<file path="config.mk">
export PLATFORM = sky130hd
export DESIGN_NAME = cascade_timer8
export DESIGN_NICKNAME = d
export VERILOG_FILES = /design/src/rtl/cascade_timer8.sv
export SDC_FILE = /design/constraint.sdc
export NUM_CORES = 1
export LEC_CHECK = 0
export ABC_CLOCK_PERIOD_IN_PS = 2700
export BUFFER_PORTS_ARGS = -buffer_cell sky130_fd_sc_hd__buf_4
export CORE_MARGIN = 2
export CORE_UTILIZATION = 59
export DETAILED_ROUTE_END_ITERATION = 12
export GPL_TIMING_DRIVEN = 0
export PLACE_DENSITY = 0.79
export SLEW_MARGIN = 20
export SYNTH_ARGS = -nofsm -noshare
export SYNTH_HDL_FRONTEND = slang
export SYNTH_SLANG_ARGS = --single-unit
</file>
<file path="constraint.sdc">
create_clock -name clk -period 2.7 [get_ports clk]
set_input_delay 0.27 -clock clk [delete_from_list [all_inputs] [get_ports clk]]
set_output_delay 0.27 -clock clk [all_outputs]
set_load 0.02 [all_outputs]
</file>
<file path="src/rtl/cascade_timer8.sv">
module cascade_timer8 #(
  parameter int W = 8
) (
  input  logic         clk,
  input  logic         rst_n,
  input  logic         tick16,
  input  logic         alt_tick,
  input  logic         we,
  input  logic [2:0]   waddr,
  input  logic [W-1:0] wdata,
  input  logic [2:0]   raddr,
  output logic [W-1:0] rdata,
  output logic [2:0]   irq,
  output logic         tout,
  output logic         tout_oe
);
  localparam logic [2:0] A_S1 = 3'd0, A_S2 = 3'd1, A_S3 = 3'd2, A_CTL = 3'd3, A_IRQ = 3'd4;
  localparam logic [W-1:0] INIT = '1;

  logic [W-1:0] lat1, lat2, lat3, cnt1, cnt2, cnt3;
  logic [4:0]   ctrl;
  logic         ff;

  wire w1 = we && waddr == A_S1;
  wire w2 = we && waddr == A_S2;
  wire w3 = we && waddr == A_S3;
  wire wc = we && waddr == A_CTL;
  wire wi = we && waddr == A_IRQ;
  wire w2_cnt = w2 && !ctrl[2];

  wire p1  = tick16;
  wire uf1 = p1 && cnt1 == '0 && !w1;
  wire p2  = ctrl[0] ? alt_tick : uf1;
  wire uf2 = p2 && cnt2 == '0 && !w2_cnt;
  wire p3  = ctrl[1] ? uf2 : tick16;
  wire uf3 = p3 && cnt3 == '0 && !w3;

  wire [2:0] clr = wi ? wdata[2:0] : 3'b000;

  always_ff @(posedge clk or negedge rst_n) begin
    if (!rst_n) begin
      lat1 <= INIT; lat2 <= INIT; lat3 <= INIT;
      cnt1 <= INIT; cnt2 <= INIT; cnt3 <= INIT;
      ctrl <= '0;
      ff   <= 1'b0;
      irq  <= '0;
    end else begin
      if (w1) begin
        lat1 <= wdata; cnt1 <= wdata;
      end else if (p1) cnt1 <= uf1 ? lat1 : cnt1 - 1'b1;

      if (w2) lat2 <= wdata;
      if (w2_cnt) cnt2 <= wdata;
      else if (p2) cnt2 <= uf2 ? lat2 : cnt2 - 1'b1;

      if (w3) begin
        lat3 <= wdata; cnt3 <= wdata;
      end else if (p3) cnt3 <= uf3 ? lat3 : cnt3 - 1'b1;

      if (wc) begin
        ctrl <= wdata[4:0];
        ff   <= wdata[4];
      end else if (uf2 && ctrl[3]) ff <= ~ff;

      irq <= (irq & ~clr) | {uf3, uf2, uf1};
    end
  end

  always_comb begin
    case (raddr)
      A_S1:    rdata = cnt1;
      A_S2:    rdata = cnt2;
      A_S3:    rdata = cnt3;
      A_CTL:   rdata = W'(ctrl);
      A_IRQ:   rdata = W'(irq);
      default: rdata = '0;
    endcase
  end

  assign tout_oe = ctrl[3];
  assign tout    = ctrl[3] & ff;
endmodule

</file>
==> results.cfg <==
[pwr]
p_per_area_mw_per_mm2 = 930
p_leak_nw = 1.66
p_total_w = 0.00361
irDropWorstVdd_mv = 0.626

[clocking]
clockBufferDepth = 2
cts.clk_slew.worst_paths_ns = 0.07
root_buffer = clkbuf_8
cts_buffers = 9
cts.sinks = 57
hold_buffers = 0
cts_tree = built
clk_latency_ns = 0.34
htreeDepth = 3

[route]
drc = 0
first_pass_iters = 5
drt_wl_total_um = 9030
vias = 3012
ant_nets = 0
initialDrtViolationCount = 306
wl_per_cell_um = 18.4
avgViaCountPerCell = 6.15

[floorplanning]
core_area_mm2 = 0.00551
start_util_pct = 61.2
die_h_um = 79.6
die_area_mm2 = 0.00633
dieWidth_um = 79.6
num_rows = 27
io_pins = 32

[worst_setup_path]
worstPathRequired_ns = 2.97
endpoint_kind = flip-flop
arrival_ns = 2.80
worstSetupPathType = reg2reg
worst_setup_path_start_kind = flip-flop
worstPathMaxFanout = 6

[sta]
clock.fmax_ghz = 0.394
skew_ns = 0.00593
min_period_ns = 2.54
setup_viol = 0
worstMarginPinSlew_ns = 0.718
hold_ws_ns = -0.0177
finalMaxSlewViolations = 0
hold_violations = 6
max_slew_margin_pct = 51.5
fin_crit_sh_pct = 93.9
rsz0062_at_grt = no

[grt]
grt_pass1_wl_um = 14600
grt_pass1_vias = 2884
antenna_found_initial = 0
grt_overflow = 0
grt_use_total_pct = 30.7
grtUsageMet1_pct = 41.6
grt_util_met2_pct = 50.0
busiest_layer = met2
grt.met3_usage_pct = 4.41
grt_max_degree = 58

[logic_synthesis]
synth_fa_ha_area_share_pct = 1.86
synth_top_family_by_area = simple AND/OR/NAND/NOR gates
synth_edf_count = 0
avgSynthCellArea_um2 = 8.99
async_flop_share_pct = 100
synth_cell_types = 54
ys.flop_type = dfstp_2
ys_seq_elements = 57
syn_area_mm2 = 0.00337
muxShareOfSynthArea_pct = 7.31
syn_inst = 375
yosysWarningCount = 0
synthXorXnorAreaFrac_pct = 1.04
yosys.area_share.simple_pct = 24.8
synth_fp_nets = 399
synth_compound_area_share_pct = 17.5
yosysSeqAreaShare_pct = 44.1

[run]
drv_cap = 0

[placed_design]
hpwl_um = 6430
numPortBuffers = 28
place_congestion = 0.928
place_area_mm2 = 0.00367

[cells_and_area]
drive_gt1_share_pct = 26.8
diodes = 0
multiInputGateArea_mm2 = 0.00179
nFillCells = 439
regArea_mm2 = 0.00149
nets = 437
syn_to_final_growth_pct = 15.3
final_cell_area_mm2 = 0.00388

[hold_path]
holdCritPathClass = in2async

[outcome]
status = complete, but fails checks
violations = hold timing
[synthesized netlist by cell type, types with 5 or more instances]
master,n,area (um2)
mux2_2,9,101
ha_1,5,62.6
a21oi_1,14,70.1
nor2_1,31,116
dfrtp_1,9,225
nand3b_1,5,37.5
dfstp_2,48,1260
inv_1,13,48.8
a31oi_1,6,37.5
nand2_1,85,319
o22ai_1,5,31.3
clkbuf_1,14,52.6
nand3_1,8,40.0
mux2i_1,10,100
nor2b_1,6,37.5
nor3_1,7,35.0
a22oi_1,7,52.6
or4_1,6,45.0
o21ai_0,25,125
[timing repair]
action | in CTS | in global routing
setup buffers | 0 | 1
pin swaps | 0 | 1
setup endpoints to repair | 7 | 11
gates resized for setup | 2 | 1
[critical path: stages, from the launching register on]
cell and delay, ns:
dfstp_2 0.41, inv_1 0.12, ha_1 0.24, nand4bb_2 0.23
o41ai_4 0.50, a31oi_2 0.25, or4_1 0.51, a31oi_1 0.19
[flip-flops by register name, summed over array words and instances (netlist names)]
signal,flops
cnt1,8
cnt2,8
cnt3,8
ctrl,5
ff,1
irq,3
lat1,8
lat2,8
lat3,8
[power by group]
group          leakage (nW)  total (W)  switching, W  internal (W)
registers             0.615    0.00167      0.000364       0.00131
logic                 0.951    0.00113      0.000599      0.000535
clock network        0.0953   0.000807      0.000359      0.000448
total                  1.66    0.00361       0.00132       0.00229
[stage by stage]
stage	TNS, ns	setup slack [ns]	instances	hold slack, ns	utilization, %
6_report	0	0.164	490	-0.0177	70.6
2_1_floorplan	0	0.326	375	-0.0256	-
3_5_place_dp	-0.424	-0.0992	475	0.365	66.7
4_1_cts	0	0.0368	491	0.00188	70.5
3_3_place_gp	-0.188	-0.0505	475	0.360	66.7
5_1_grt	0	0.00903	490	0.0596	70.6
[cell type report]
class	count	share of cell area, %
Clock inverter	5	1.42
Tap cell	72	2.32
Sequential cell	57	38.3
Clock buffer	11	3.64
Multi-Input combinational cell	288	46.0
Timing Repair Buffer	29	5.60
Inverter	13	1.26
Buffer	15	1.48
[path summary, 6_finish.rpt]
path | cells past startpoint | slack (ns) | to | from
max | 7 | 0.16 | cnt3[2] | cnt1[0]
min | 1 | -0.02 | ff | rst_n
max reg2reg | 7 | 0.16 | cnt3[2] | cnt1[0]
min in group clk | 3 | 0.17 | lat2[3] | wdata[3]
max in group asynchronous | 1 | 2.25 | ctrl[2] | rst_n
min reg2reg | 2 | 0.46 | lat1[1] | lat1[1]
[layout by cell type, fill, tap and decap left out, types with 4 or more instances in the layout]
| master | instances |
|---|---|
| nand2_1 | 85 |
| dfstp_2 | 48 |
| nor2_1 | 31 |
| buf_4 | 29 |
| o21ai_0 | 25 |
| a21oi_1 | 14 |
| inv_1 | 13 |
| clkbuf_1 | 13 |
| mux2i_1 | 10 |
| clkbuf_8 | 10 |
| mux2_2 | 9 |
| dfrtp_1 | 9 |
| nand3_1 | 8 |
| a22oi_1 | 7 |
| nor3_1 | 7 |
| nor2b_1 | 6 |
| or4_1 | 6 |
| o22ai_1 | 5 |
| nand3b_1 | 5 |
| a31oi_1 | 5 |
| ha_1 | 5 |
| o31ai_1 | 4 |
| o211ai_1 | 4 |
| xor2_1 | 4 |
[routing by layer]
layer,vias to the layer above,part of all wire [%]
met1,1452,41
met2,124,50
met4,0,1.9
met3,14,7.1
li1,1422,-
met5,-,0
[cells by family after synthesis]
family          after synthesis
compound gates               88
xor+xnor                      4
fa+ha+maj                     5
buf+inv                      30
flops                        57
mux                          21
simple gates                170
Note: power is estimated with default switching activity, not from simulation.
